`src/rtl/xreg_pkg.sv`:
```
package xreg_pkg;

   typedef enum logic [1:0] {
      FN_ADDR   = 2'b00,
      FN_DATA   = 2'b01,
      FN_INC_RW = 2'b10,
      FN_INC_WR = 2'b11
   } xfn_e;

   // Power-up contents of the LED configuration cells, by index from the base.
   function automatic logic [7:0] cell_reset(input int idx);
      case (idx)
         0:       return 8'hC5;
         1:       return 8'h67;
         2:       return 8'h70;
         3:       return 8'h03;
         4:       return 8'h20;
         5:       return 8'h00;
         6:       return 8'h40;
         7:       return 8'h00;
         8:       return 8'h40;
         9:       return 8'h20;
         default: return 8'h00;
      endcase
   endfunction

endpackage

```
`src/rtl/xreg_ctrl.sv`:
```
module xreg_ctrl
   import xreg_pkg::*;
#(
   parameter int DW    = 16,
   parameter int DEV_W = 5
) (
   input  logic             clk,
   input  logic             rst_n,
   input  logic             wr_en,
   input  logic [DW-1:0]    wdata,
   output xfn_e             fn,
   output logic [DEV_W-1:0] devad,
   output logic [DW-1:0]    ctrl_value
);
   localparam int FN_LSB = DW - 2;

   if (DEV_W > FN_LSB) begin : g_bad_devw
      $error("xreg_ctrl: DEV_W overlaps the function field");
   end

   xfn_e             fn_q;
   logic [DEV_W-1:0] dev_q;

   always_ff @(posedge clk) begin
      if (!rst_n) begin
         fn_q  <= FN_ADDR;
         dev_q <= '0;
      end else if (wr_en) begin
         fn_q  <= xfn_e'(wdata[DW-1:FN_LSB]);
         dev_q <= wdata[DEV_W-1:0];
      end
   end

   always_comb begin
      ctrl_value                 = '0;
      ctrl_value[DW-1:FN_LSB]    = fn_q;
      ctrl_value[DEV_W-1:0]      = dev_q;
   end

   assign fn    = fn_q;
   assign devad = dev_q;


   ctrl_hold_chk: assert property (@(posedge clk) disable iff (!rst_n)
      !wr_en |=> $stable(ctrl_value));

endmodule

```
`src/rtl/xreg_ptr.sv`:
```
module xreg_ptr #(
   parameter int AW = 16
) (
   input  logic          clk,
   input  logic          rst_n,
   input  logic          load,
   input  logic [AW-1:0] load_val,
   input  logic          step,
   output logic [AW-1:0] ptr
);
   if (AW < 1) begin : g_bad_aw
      $error("xreg_ptr: AW must be positive");
   end

   logic [AW-1:0] ptr_q;

   always_ff @(posedge clk) begin
      if (!rst_n)    ptr_q <= '0;
      else if (load) ptr_q <= load_val;
      else if (step) ptr_q <= ptr_q + AW'(1);
   end

   assign ptr = ptr_q;


   ptr_step_chk: assert property (@(posedge clk) disable iff (!rst_n)
      (step && !load) |=> ptr == $past(ptr) + AW'(1));


   ptr_hold_chk: assert property (@(posedge clk) disable iff (!rst_n)
      (!step && !load) |=> $stable(ptr));

endmodule

```
`src/rtl/xreg_file.sv`:
```
module xreg_file
   import xreg_pkg::*;
#(
   parameter int          AW     = 16,
   parameter int          DW     = 16,
   parameter int          CELL_W = 8,
   parameter logic [15:0] BASE   = 16'h01E0,
   parameter int          COUNT  = 10
) (
   input  logic          clk,
   input  logic          rst_n,
   input  logic [AW-1:0] addr,
   input  logic          wr_en,
   input  logic [DW-1:0] wdata,
   output logic [DW-1:0] rdata
);
   if (CELL_W > DW) begin : g_bad_cw
      $error("xreg_file: CELL_W exceeds DW");
   end
   if (COUNT < 1 || COUNT > 256) begin : g_bad_cnt
      $error("xreg_file: COUNT out of range");
   end

   logic [CELL_W-1:0] cell_q [COUNT];
   logic [COUNT-1:0]  sel;

   for (genvar i = 0; i < COUNT; i++) begin : g_cell
      localparam logic [AW-1:0] CELL_ADDR = AW'(BASE) + AW'(i);
      assign sel[i] = (addr == CELL_ADDR);

      always_ff @(posedge clk) begin
         if (!rst_n)               cell_q[i] <= cell_reset(i);
         else if (wr_en && sel[i]) cell_q[i] <= wdata[CELL_W-1:0];
      end


      cell_hold_chk: assert property (@(posedge clk) disable iff (!rst_n)
         !(wr_en && sel[i]) |=> $stable(cell_q[i]));
   end

   always_comb begin
      rdata = '0;
      for (int i = 0; i < COUNT; i++) begin
         if (sel[i]) rdata[CELL_W-1:0] = rdata[CELL_W-1:0] | cell_q[i];
      end
   end


   sel_unique_chk: assert property (@(posedge clk) disable iff (!rst_n)
      $onehot0(sel));

endmodule

```
`src/rtl/xreg_bridge.sv`:
```
module xreg_bridge
   import xreg_pkg::*;
#(
   parameter int          MGMT_AW    = 5,
   parameter int          DW         = 16,
   parameter int          DEV_W      = 5,
   parameter logic [4:0]  DEVAD      = 5'h1F,
   parameter logic [4:0]  CTRL_ADDR  = 5'h0D,
   parameter logic [4:0]  DATA_ADDR  = 5'h0E,
   parameter logic [15:0] FILE_BASE  = 16'h01E0,
   parameter int          FILE_COUNT = 10,
   parameter int          CELL_W     = 8
) (
   input  logic               clk,
   input  logic               rst_n,
   input  logic [MGMT_AW-1:0] mgmt_addr,
   input  logic [DW-1:0]      mgmt_wdata,
   input  logic               mgmt_wr,
   input  logic               mgmt_rd,
   output logic [DW-1:0]      mgmt_rdata
);
   localparam int PTR_W = DW;

   if (MGMT_AW < 4 || MGMT_AW > 5) begin : g_bad_maw
      $error("xreg_bridge: MGMT_AW must be 4 or 5");
   end
   if (CTRL_ADDR == DATA_ADDR) begin : g_bad_pair
      $error("xreg_bridge: control and data addresses collide");
   end

   xfn_e             fn;
   logic [DEV_W-1:0] devad;
   logic [DW-1:0]    ctrl_value;
   logic [PTR_W-1:0] ptr;
   logic [DW-1:0]    file_rdata;
   logic [DW-1:0]    rd_next;
   logic [DW-1:0]    rdata_q;

   logic ctl_sel, dat_sel, rd_eff, wr_ctl, wr_dat, rd_dat;
   logic dev_ok, ptr_load, ptr_step, file_we;

   assign ctl_sel  = (mgmt_addr == CTRL_ADDR[MGMT_AW-1:0]);
   assign dat_sel  = (mgmt_addr == DATA_ADDR[MGMT_AW-1:0]);
   assign rd_eff   = mgmt_rd && !mgmt_wr;
   assign wr_ctl   = mgmt_wr && ctl_sel;
   assign wr_dat   = mgmt_wr && dat_sel;
   assign rd_dat   = rd_eff && dat_sel;
   assign dev_ok   = (devad == DEVAD[DEV_W-1:0]);
   assign ptr_load = wr_dat && (fn == FN_ADDR);
   assign file_we  = wr_dat && (fn != FN_ADDR) && dev_ok;
   assign ptr_step = dev_ok &&
                     ((wr_dat && (fn == FN_INC_RW || fn == FN_INC_WR)) ||
                      (rd_dat && fn == FN_INC_RW));

   xreg_ctrl #(.DW(DW), .DEV_W(DEV_W)) u_ctrl (
      .clk        (clk),
      .rst_n      (rst_n),
      .wr_en      (wr_ctl),
      .wdata      (mgmt_wdata),
      .fn         (fn),
      .devad      (devad),
      .ctrl_value (ctrl_value)
   );

   xreg_ptr #(.AW(PTR_W)) u_ptr (
      .clk      (clk),
      .rst_n    (rst_n),
      .load     (ptr_load),
      .load_val (mgmt_wdata),
      .step     (ptr_step),
      .ptr      (ptr)
   );

   xreg_file #(
      .AW     (PTR_W),
      .DW     (DW),
      .CELL_W (CELL_W),
      .BASE   (FILE_BASE),
      .COUNT  (FILE_COUNT)
   ) u_file (
      .clk   (clk),
      .rst_n (rst_n),
      .addr  (ptr),
      .wr_en (file_we),
      .wdata (mgmt_wdata),
      .rdata (file_rdata)
   );

   always_comb begin
      rd_next = '0;
      if (ctl_sel) begin
         rd_next = ctrl_value;
      end else if (dat_sel) begin
         if (fn == FN_ADDR) rd_next = ptr;
         else if (dev_ok)   rd_next = file_rdata;
      end
   end

   always_ff @(posedge clk) begin
      if (!rst_n)      rdata_q <= '0;
      else if (rd_eff) rdata_q <= rd_next;
   end

   assign mgmt_rdata = rdata_q;


   addr_read_chk: assert property (@(posedge clk) disable iff (!rst_n)
      (rd_dat && fn == FN_ADDR) |=> mgmt_rdata == $past(ptr));


   foreign_dev_chk: assert property (@(posedge clk) disable iff (!rst_n)
      (rd_dat && fn != FN_ADDR && !dev_ok) |=> mgmt_rdata == '0);


   rdata_hold_chk: assert property (@(posedge clk) disable iff (!rst_n)
      !rd_eff |=> $stable(mgmt_rdata));


   no_rd_step_chk: assert property (@(posedge clk) disable iff (!rst_n)
      (rd_dat && fn == FN_INC_WR) |-> !ptr_step);

endmodule

```
`config.mk`:
```
export PLATFORM = sky130hd
export DESIGN_NAME = xreg_bridge
export DESIGN_NICKNAME = d
export VERILOG_FILES = /design/src/rtl/xreg_pkg.sv /design/src/rtl/xreg_ctrl.sv /design/src/rtl/xreg_ptr.sv /design/src/rtl/xreg_file.sv /design/src/rtl/xreg_bridge.sv
export SDC_FILE = /design/constraint.sdc
export NUM_CORES = 1
export LEC_CHECK = 0
export BUFFER_PORTS_ARGS = -buffer_cell sky130_fd_sc_hd__buf_2
export CORE_MARGIN = 2
export CORE_UTILIZATION = 45
export DETAILED_ROUTE_END_ITERATION = 8
export GPL_TIMING_DRIVEN = 1
export PLACE_DENSITY_LB_ADDON = 0.15
export RECOVER_POWER = 50
export SYNTH_ARGS = -nofsm -noshare
export SYNTH_HDL_FRONTEND = slang
export SYNTH_HIERARCHICAL = 1
export SYNTH_SLANG_ARGS = --single-unit
```
`constraint.sdc`:
```
create_clock -name clk -period 6.15 [get_ports clk]
set_input_delay 0.615 -clock clk [delete_from_list [all_inputs] [get_ports clk]]
set_output_delay 0.615 -clock clk [all_outputs]
set_load 0.1 [all_outputs]
```
==> results of run 1 <==
-- cell families after synthesis --
logic type	after synthesis
adder cells (fa/ha/maj)	1
other	2
AO/OA/AOI/OAI	93
XOR/XNOR	15
AND/OR/NAND/NOR	245
buffers and inverters	71
flip-flops	119
multiplexers	36
-- final timing paths --
check / end / slack, ns / depth (start not counted)
worst max-delay path: u_file/cell_q[1][5]$_SDFFCE_PN1P_ / 1.33 / 7
worst min-delay path: u_ptr/ptr[10]$_SDFFE_PN0P_ / 0.46 / 3
worst max register to register: u_file/cell_q[1][5]$_SDFFCE_PN1P_ / 1.33 / 7
worst min register to register: mgmt_rdata[9]$_SDFFE_PN0P_ / 0.48 / 2
-- metrics by stage --
| stage | hold slack, ns | cell area (sq um) |
|---|---|---|
| final | 0.461 | 7130 |
| after global routing | 0.487 | 7130 |
| after CTS | 0.452 | 7210 |
| after detailed placement | 0.462 | 6660 |
| after global placement | 0.463 | 6660 |
| after floorplan | 0.506 | 6590 |
-- layout make-up --
class | instances | area share, %
clock buffer | 19 | 6.07
timing repair buffer | 48 | 3.19
tap | 184 | 3.23
clock inverter | 12 | 1.56
sequential | 119 | 44.7
multi-input combinational | 407 | 41.0
inverter | 5 | 0.263
-- power breakdown --
part	switching [mW]	leakage (nW)	total (mW)	internal, mW
logic	0.0573	1.08	0.0821	0.0248
clock network	0.348	0.265	0.932	0.583
registers	0.0122	1.09	0.892	0.880
total	0.418	2.43	1.91	1.49
-- synthesized netlist by cell type (all sizes together) (15+ instances only) --
| cell | number |
|---|---|
| o21ai | 23 |
| nand3 | 40 |
| dfxtp | 39 |
| nor2 | 31 |
| and2 | 24 |
| buf | 47 |
| mux2i | 26 |
| and3 | 33 |
| o221ai | 18 |
| clkbuf | 19 |
| nand2 | 38 |
| a32oi | 15 |
| edfxtp | 80 |
-- critical path, stage by stage (launching register included) --
cell,delay (ns)
dfxtp_1,0.34
and2_0,0.85
nand4_1,0.23
nor4_1,1.21
nand2_1,0.29
nor4_4,0.72
nand2_2,0.45
or3_1,0.44
-- state kept, by name, summed over array words and instances (netlist names) --
signal,count
mgmt_rdata,16
u_file/cell_q,80
u_ctrl/fn,2
u_ptr/ptr,16
u_ctrl/devad,5
-- per-layer routing --
layer / track usage, % / vias to the layer above
li1: - / 2201
met1: 29.7 / 2324
met2: 35.8 / 142
met3: 4.73 / 22
met4: 8.46 / 0
met5: 0 / -
==> flow_summary.ini, run 1 <==
[synth]
yosys_warnings = 6
synth_xor_area_share_pct = 2.01
synthCells = 582
ys_seq_area_share_pct = 48.7
synth_top_family_by_area = simple AND/OR/NAND/NOR gates
synth_compound_area_share_pct = 12.8
synth-simple-area-share_pct = 22.7
synth_fa_ha_area_share_pct = 0.192
yosysTopAreaCellShare_pct = 36.8
synth_cell_type_count = 59
synth_edf_count = 80
syn_area_sq_um = 6530
async_reset_ff_share_pct = 0
avgSynthCellArea_sq_um = 11.2
synthFlopType = edfxtp_1
synth_top_cell_by_area = edfxtp_1
yosys_register_bits = 119
yosys-top-cells-area = edfxtp_1 37%, dfxtp_1 12%, mux2i_1 4.0%, buf_4 3.2%, and3_1 3.2%
synthMuxAreaShare_pct = 6.74

[worst_setup_path]
cp-startpoint = u_ctrl/devad[0]$_SDFFE_PN0P_
worstReg2RegStart = u_ctrl/devad[0]$_SDFFE_PN0P_
path_class = reg2reg
arrival_ns = 4.97
required_ns = 6.30
cp-end-kind = register
cp_max_fo = 24
critPathLaunchType = register

[place]
dp_cells = 763
hpwl_mm = 11.4
io_buffers = 40
gp_congestion = 0.872
dp_slack_ns = 2.22

[grt]
grt_max_degree = 68
grt_pass1_vias = 4635
antenna_found_initial = 0
grt-ovfl-total = 0
grt_pass1_wl_mm = 26.6
gr-usage-all-layers_pct = 22.3

[pwr]
leakage_nw = 2.43
peakVddDrop_uv = 191
p_per_area_nw_per_um2 = 267
power_mw = 1.91

[sta]
maxSlewViolCount = 0
timing.slew.headroom_pct = 1.10
post-route-min-period_ns = 4.82
layout_setup_ws_ns = 1.33
tightest_slew_ns = 1.47
fmax_ghz = 0.208
hold_violations = 0
tns_ns = 0
rsz0062_at_grt = no
fin_skew_ns = 0.00761
setup_viol = 0
fin_crit_sh_pct = 78.4

[cells_and_area]
layout-drive-gt1-share_pct = 16.4
final_util_pct = 49.6
fillers = 1321
antennaDiodeCount = 0
final_common_cell = edfxtp_1
syn2layout_area_growth_pct = 9.18
fin_cells = 794
seqCellArea_sq_um = 3180
final_cell_mix = 80 x edfxtp_1, 40 x nand3_1, 38 x dfxtp_1, 37 x nand2_1, 33 x and3_1
nets = 624
multi_input_area_sq_um = 2920

[clock_tree]
cts_setup_buffers = 0
ctsResizeCount = 0
cts_sinks = 119
clk_latency_ns = 0.42
clock_path_buffers = 2
cts_root_buffer = clkbuf_16
cts_tree = done
numCtsBuffers = 17
clk_pin_slew_ns = 0.05
htree_levels = 4
cts-hold-fix-buffers = 0

[routing]
vias = 4689
met3WireLength_microns = 989
drt_first_pass_iters = 5
dr.first_iter.drc_count = 446
post_drt_wl_per_cell_microns = 21.0
wl_met1_mm = 7.22
vias_per_cell = 5.91
met2WireLength_mm = 8.16
wirelength_mm = 16.7
post-route-drc-count = 0
postRouteAntennaNets = 0
highest_layer = met4

[min_path]
min_path_type = in2reg
min_from = mgmt_wdata[10]

[floorplan]
row_count = 44
coreArea_sq_um = 14400
fp.dieH_microns = 124
die_area_sq_um = 15500
initial_utilization_pct = 45.4
ios = 41
die_w_microns = 124

[job]
maxCapViolations = 1

[run_status]
outcome = complete, but fails checks
violations = capacitance limit
Power figures use the tool's default switching activity.
==> inputs of run 2 (changes only) <==
--- a/config.mk
+++ b/config.mk
@@ -5,6 +5,7 @@
 export SDC_FILE = /design/constraint.sdc
 export NUM_CORES = 1
 export LEC_CHECK = 0
+export ABC_AREA = 1
 export BUFFER_PORTS_ARGS = -buffer_cell sky130_fd_sc_hd__buf_2
 export CORE_MARGIN = 2
 export CORE_UTILIZATION = 45
==> constraint.sdc (replaced) <==
create_clock -name clk -period 4.1 [get_ports clk]
set_input_delay 0.41 -clock clk [delete_from_list [all_inputs] [get_ports clk]]
set_output_delay 0.41 -clock clk [all_outputs]
set_load 0.1 [all_outputs]
==> run 2 against run 1 <==
The flow finishes with violations (capacitance limit, slew limit). Worst hold slack lost 0.16 ns. Critical path type unchanged. Via count grew 21%. Critical path depth grew 1. Final cell count grew 38%. Core utilization grew 1.7 points. Register-to-register slack is essentially flat. Clock power grew 52%. Highest routed layer unchanged. Area after synthesis grew 3.9%. Fmax grew 74%. Clock-buffer cell count shrank 1. First-iteration DRC count grew 30%.
==> flow_summary.ini, run 2 <==
[routing]
vias_per_cell = 5.19
drt_first_pass_iters = 5
post-route-drc-count = 0
post_drt_wl_per_cell_microns = 16.3
postRouteAntennaNets = 0
dr.first_iter.drc_count = 582
wirelength_mm = 17.9
vias = 5685

[synth]
synth_cell_type_count = 37
yosysTopAreaCellShare_pct = 35.4
yosys_warnings = 6
yosys-top-cells-area = edfxtp_1 35%, dfxtp_1 12%, nand2_1 9.5%, nor2_1 7.4%, nand3_1 6.2%
synthFlopType = edfxtp_1
netlist_top_cells_count = 172 x nand2_1, 134 x nor2_1, 89 x inv_1, 84 x nand3_1, 80 x edfxtp_1
yosysMostFrequentCell = nand2_1
synth_top_cell_by_area = edfxtp_1
avgSynthCellArea_sq_um = 7.88
ys_seq_area_share_pct = 46.9
yosys_register_bits = 119
syn_area_sq_um = 6780
async_reset_ff_share_pct = 0
synth_edf_count = 80
synthCells = 861

[sta]
fin_hold_ws_ns = 0.299
fin_skew_ns = 0.00727
rsz0062_at_grt = no
layout_setup_ws_ns = 1.33
setup_viol = 0
hold_violations = 0
fmax_ghz = 0.360
tns_ns = 0
timing.slew.headroom_pct = -26.4
maxSlewViolCount = 33
post-route-min-period_ns = 2.77
fin_crit_sh_pct = 67.7
tightest_slew_ns = 1.89

[place]
io_buffers = 40
placed_area_sq_um = 7050
gp_congestion = 0.859
dp_slack_ns = 1.48
hpwl_mm = 12.2
dp_cells = 1064

[grt]
grt_use_met1_pct = 34.6
grt.met2_usage_pct = 33.0
use_met3_pct = 5.19
grt_pass1_wl_mm = 28.4
grt_max_degree = 49
busiest_layer = met1
grt_pass1_vias = 5255
gr-usage-all-layers_pct = 22.9
grt-ovfl-total = 0
antenna_found_initial = 0

[clock_tree]
clk_pin_slew_ns = 0.06
cts_setup_buffers = 0
cts_sinks = 119
cts_root_buffer = clkbuf_16
numCtsBuffers = 17
clk_latency_ns = 0.42
cts-hold-fix-buffers = 0
ctsResizeCount = 0
htree_levels = 4
clock_path_buffers = 2
cts_tree = done

[pwr]
p_per_area_nw_per_um2 = 392
power_mw = 2.95
peakVddDrop_uv = 275
leakage_nw = 2.98

[worst_setup_path]
required_ns = 4.17
cp_max_fo = 26
arrival_ns = 2.85
critPathLaunchType = register
timing.critical_path.max_delay_family = simple AND/OR/NAND/NOR gates
crit_path_frequent_cell = nor2_1
critPathMaxStageDelay_ns = 0.51
cp-end-kind = register
path_class = reg2reg
crit_buf_inv = 3
crit_path_top_delay_cell = nor2_1
path_cells = inv_1 -> nor2_1 -> nand2_1 -> nor2_1 -> buf_4 -> nand3_1 -> o21ai_0 -> clkbuf_1

[job]
maxCapViolations = 1

[cells_and_area]
postLayoutCellArea_sq_um = 7510
max_flop_register = u_file/cell_q
final_common_cell = nand2_1
fin_cells = 1096
final_cell_mix = 173 x nand2_1, 139 x nor2_1, 90 x inv_1, 87 x nand3_1, 80 x edfxtp_1
nets = 925
final_util_pct = 51.3
layout-drive-gt1-share_pct = 12.9
antennaDiodeCount = 0
syn2layout_area_growth_pct = 10.8
largest_register_ffs = 80

[floorplan]
die_area_sq_um = 16100
fp.dieH_microns = 127
initial_utilization_pct = 46.3
row_count = 44
coreArea_sq_um = 14600
ios = 41
die_w_microns = 127

[run_status]
outcome = complete, but fails checks
violations = capacitance limit, slew limit

[min_path]
min_path_type = in2reg
==> run 2: cell count changes after synthesis, moves of 29 or more <==
cell,delta
nor2_1,+104
and3_1,-32
nand3_1,+44
nand4_1,+29
nand2_1,+135
inv_1,+84
==> run 2: cell type report <==
| class | count | area [sq um] |
|---|---|---|
| Inverter | 104 | 390 |
| Timing Repair Buffer | 58 | 297 |
| Clock buffer | 18 | 429 |
| Clock inverter | 14 | 135 |
| Tap cell | 184 | 230 |
| Multi-Input combinational cell | 599 | 2850 |
| Sequential cell | 119 | 3180 |
| Fill cell | 1461 | 7130 |
==> run 2: cells by family (layout without fill, tap and decap cells) <==
group / after synthesis / after routing / synth area share [%]
xor+xnor: 7 / 7 / 0.904
fa+ha+maj: 1 / 1 / 0.184
flops: 119 / 119 / 46.9
buf+inv: 158 / 194 / 11.0
compound gates: 91 / 91 / 7.75
other cells: 2 / 17 / 0.111
simple gates: 483 / 483 / 33.2
==> run 2: final timing paths <==
| path | from | endpoint | slack (ns) | cells past startpoint |
|---|---|---|---|---|
| max | u_ptr/ptr[8]$_SDFFE_PN0P_ | u_file/cell_q[9][2]$_SDFFCE_PN0P_ | 1.33 | 8 |
| min | mgmt_wdata[5] | u_file/cell_q[4][5]$_SDFFCE_PN1P_ | 0.30 | 2 |
| max reg2reg | u_ptr/ptr[8]$_SDFFE_PN0P_ | u_file/cell_q[9][2]$_SDFFCE_PN0P_ | 1.33 | 8 |
| min reg2reg | u_ctrl/devad[1]$_SDFFE_PN0P_ | u_ctrl/devad[1]$_SDFFE_PN0P_ | 0.49 | 2 |
==> run 2: routing by layer <==
layer  vias to the layer above  share of wire, %  wire length, microns
met5                         -                 0                     0
met4                         0               1.3                   237
met3                        17               6.2                  1100
met2                       170                43                  7760
met1                      2626                49                  8750
li1                       2872                 -                     -
==> run 2: where the power goes <==
group | switching [mW] | internal (mW)
sequential | 0.0159 | 1.31
clock | 0.536 | 0.884
combinational | 0.164 | 0.0375
==> inputs of run 3 (changes only) <==
--- a/config.mk
+++ b/config.mk
@@ -5,7 +5,7 @@
 export SDC_FILE = /design/constraint.sdc
 export NUM_CORES = 1
 export LEC_CHECK = 0
-export ABC_AREA = 1
+export ABC_AREA = 0
 export BUFFER_PORTS_ARGS = -buffer_cell sky130_fd_sc_hd__buf_2
 export CORE_MARGIN = 2
 export CORE_UTILIZATION = 45
==> constraint.sdc (replaced) <==
create_clock -name clk -period 2.4 [get_ports clk]
set_input_delay 0.24 -clock clk [delete_from_list [all_inputs] [get_ports clk]]
set_output_delay 0.24 -clock clk [all_outputs]
set_load 0.1 [all_outputs]
==> run 3 against run 2 <==
The flow now finishes without violations. Highest routed layer unchanged. Core utilization grew 1.4 points. Register-to-register slack lost 1.2 ns. Critical path depth is the same. Non-clock buffer count grew 33. First-iteration DRC count shrank 39%. Flip-flop and latch count is the same. Combinational power grew 19%. Die area shrank 3.6%. Final area grew 0.83%. Routed wire length shrank 3.3%. Critical endpoint is now u_file/cell_q[2][4]$_SDFFCE_PN1P_. Via count shrank 15%. Largest power group unchanged.
==> flow_summary.ini, run 3 (synthesis results as in run 1) <==
[clock_tree]
cts_tree = done
cts_root_buffer = clkbuf_16
cts_sinks = 119
htree_levels = 4
clk_latency_ns = 0.42
clk_pin_slew_ns = 0.05
numCtsBuffers = 17
clock_path_buffers = 2

[grt]
grt-ovfl-total = 0
gr-usage-all-layers_pct = 23.0
grt_pass1_wl_mm = 27.2
antenna_found_initial = 0
grt_pass1_vias = 4682
grt_max_degree = 42

[job]
maxCapViolations = 0

[cells_and_area]
fin_cells = 838
syn2layout_area_growth_pct = 16.0
layout-drive-gt1-share_pct = 23.1
nets = 667
antennaDiodeCount = 0
final_common_cell = edfxtp_1
largest_register_ffs = 80
final_cell_mix = 80 x edfxtp_1, 40 x nand3_1, 37 x buf_4, 36 x nand2_1, 36 x dfxtp_1
max_flop_register = u_file/cell_q

[sta]
tightest_slew_ns = 1.19
fin_skew_ns = 0.00768
tns_ns = 0
setup_viol = 0
hold_violations = 0
post-route-min-period_ns = 2.32
fin_crit_sh_pct = 96.5
rsz0062_at_grt = yes
fmax_ghz = 0.432
timing.slew.headroom_pct = 20.7
maxSlewViolCount = 0

[run_status]
outcome = completed

[floorplan]
die_area_sq_um = 15500
coreArea_sq_um = 14400
initial_utilization_pct = 45.4
die_w_microns = 124
row_count = 44
fp.dieH_microns = 124
ios = 41

[worst_setup_path]
critPathLaunchType = register
arrival_ns = 2.48
required_ns = 2.56
cp_max_fo = 14
cp-end-kind = register
path_class = reg2reg

[pwr]
pwr-share-seq_pct = 44.4
p_clk_share_pct = 50.9
p_switching_mw = 1.08
leakage_nw = 2.73
p_int_mw = 4.05
p_per_area_nw_per_um2 = 677
power_mw = 5.13
combPwrFrac_pct = 4.7
netSwitchingFraction_pct = 21.0
peakVddDrop_uv = 465

[routing]
wirelength_mm = 17.3
drt_first_pass_iters = 5
post-route-drc-count = 0
vias = 4820
postRouteAntennaNets = 0
vias_per_cell = 5.75
dr.first_iter.drc_count = 355
post_drt_wl_per_cell_microns = 20.6

[min_path]
min_path_type = in2reg

[place]
gp_congestion = 0.859
dp_cells = 806
io_buffers = 40
hpwl_mm = 12.2
[run 3: cell types whose count changed in the layout (fill, tap and decap cells not counted), sizes merged, moves of 26 or more]
cell   change
buf       +26
nor2     -137
nand2    -141
mux2i     +26
and3      +32
nand3     -50
inv       -89
nand4     -28
[run 3: final cells by class]
class	count	area [sq um]
Multi-Input combinational cell	407	2980
Sequential cell	119	3190
Timing Repair Buffer	91	567
Tap cell	184	230
Fill cell	1269	6790
Clock inverter	11	156
Inverter	5	18.8
Clock buffer	21	440
[run 3: repair_timing]
item	CTS	global route
setup buffers	0	0
gates resized for setup	0	1
endpoints found under the setup margin	0	7
hold buffers	0	0
[run 3: through the flow]
stage,util [%],worst slack [ns],hold slack (ns),instance area (sq um)
after CTS,53.1,0.149,0.0773,7630
after floorplan,-,-0.170,0.368,6620
after detailed placement,49.0,-0.0376,0.484,7030
after global routing,52.7,-0.0298,0.0961,7580
after global placement,49.0,0.0216,0.464,7030
final,52.7,0.0831,0.0854,7580
[run 3: worst paths after layout]
check                               start                                end  slack (ns)  cells after the start
max          u_ctrl/devad[0]$_SDFFE_PN0P_  u_file/cell_q[2][4]$_SDFFCE_PN1P_        0.08                      8
min                        mgmt_wdata[12]         u_ptr/ptr[12]$_SDFFE_PN0P_        0.09                      3
max reg2reg  u_ctrl/devad[0]$_SDFFE_PN0P_  u_file/cell_q[2][4]$_SDFFCE_PN1P_        0.08                      8
min reg2reg   mgmt_rdata[12]$_SDFFE_PN0P_        mgmt_rdata[12]$_SDFFE_PN0P_        0.50                      2
[run 3: layer usage]
| layer | track usage [%] | up-vias | wire length [microns] |
|---|---|---|---|
| li1 | - | 2285 | - |
| met1 | 33.2 | 2364 | 8190 |
| met2 | 34.0 | 142 | 7820 |
| met3 | 5.67 | 29 | 884 |
| met4 | 7.93 | 0 | 368 |
| met5 | 0 | - | 0 |
[run 3: critical path, cell delays in order (launching register included)]
cell,delay [ns]
dfxtp_2,0.34
and2_4,0.15
nand4_1,0.13
nor4_1,0.23
buf_4,0.19
nand2_4,0.05
nor4_4,0.45
nand2_4,0.17
or3_1,0.34
[run 3: power groups by stage]
stage,registers (mW),clock network (mW),logic (mW)
after floorplan,2.32,0,0.144
after CTS,2.28,2.64,0.242
after global placement,2.32,0,0.239
after global routing,2.28,2.73,0.258
after detailed placement,2.32,0,0.241
final,2.28,2.61,0.240
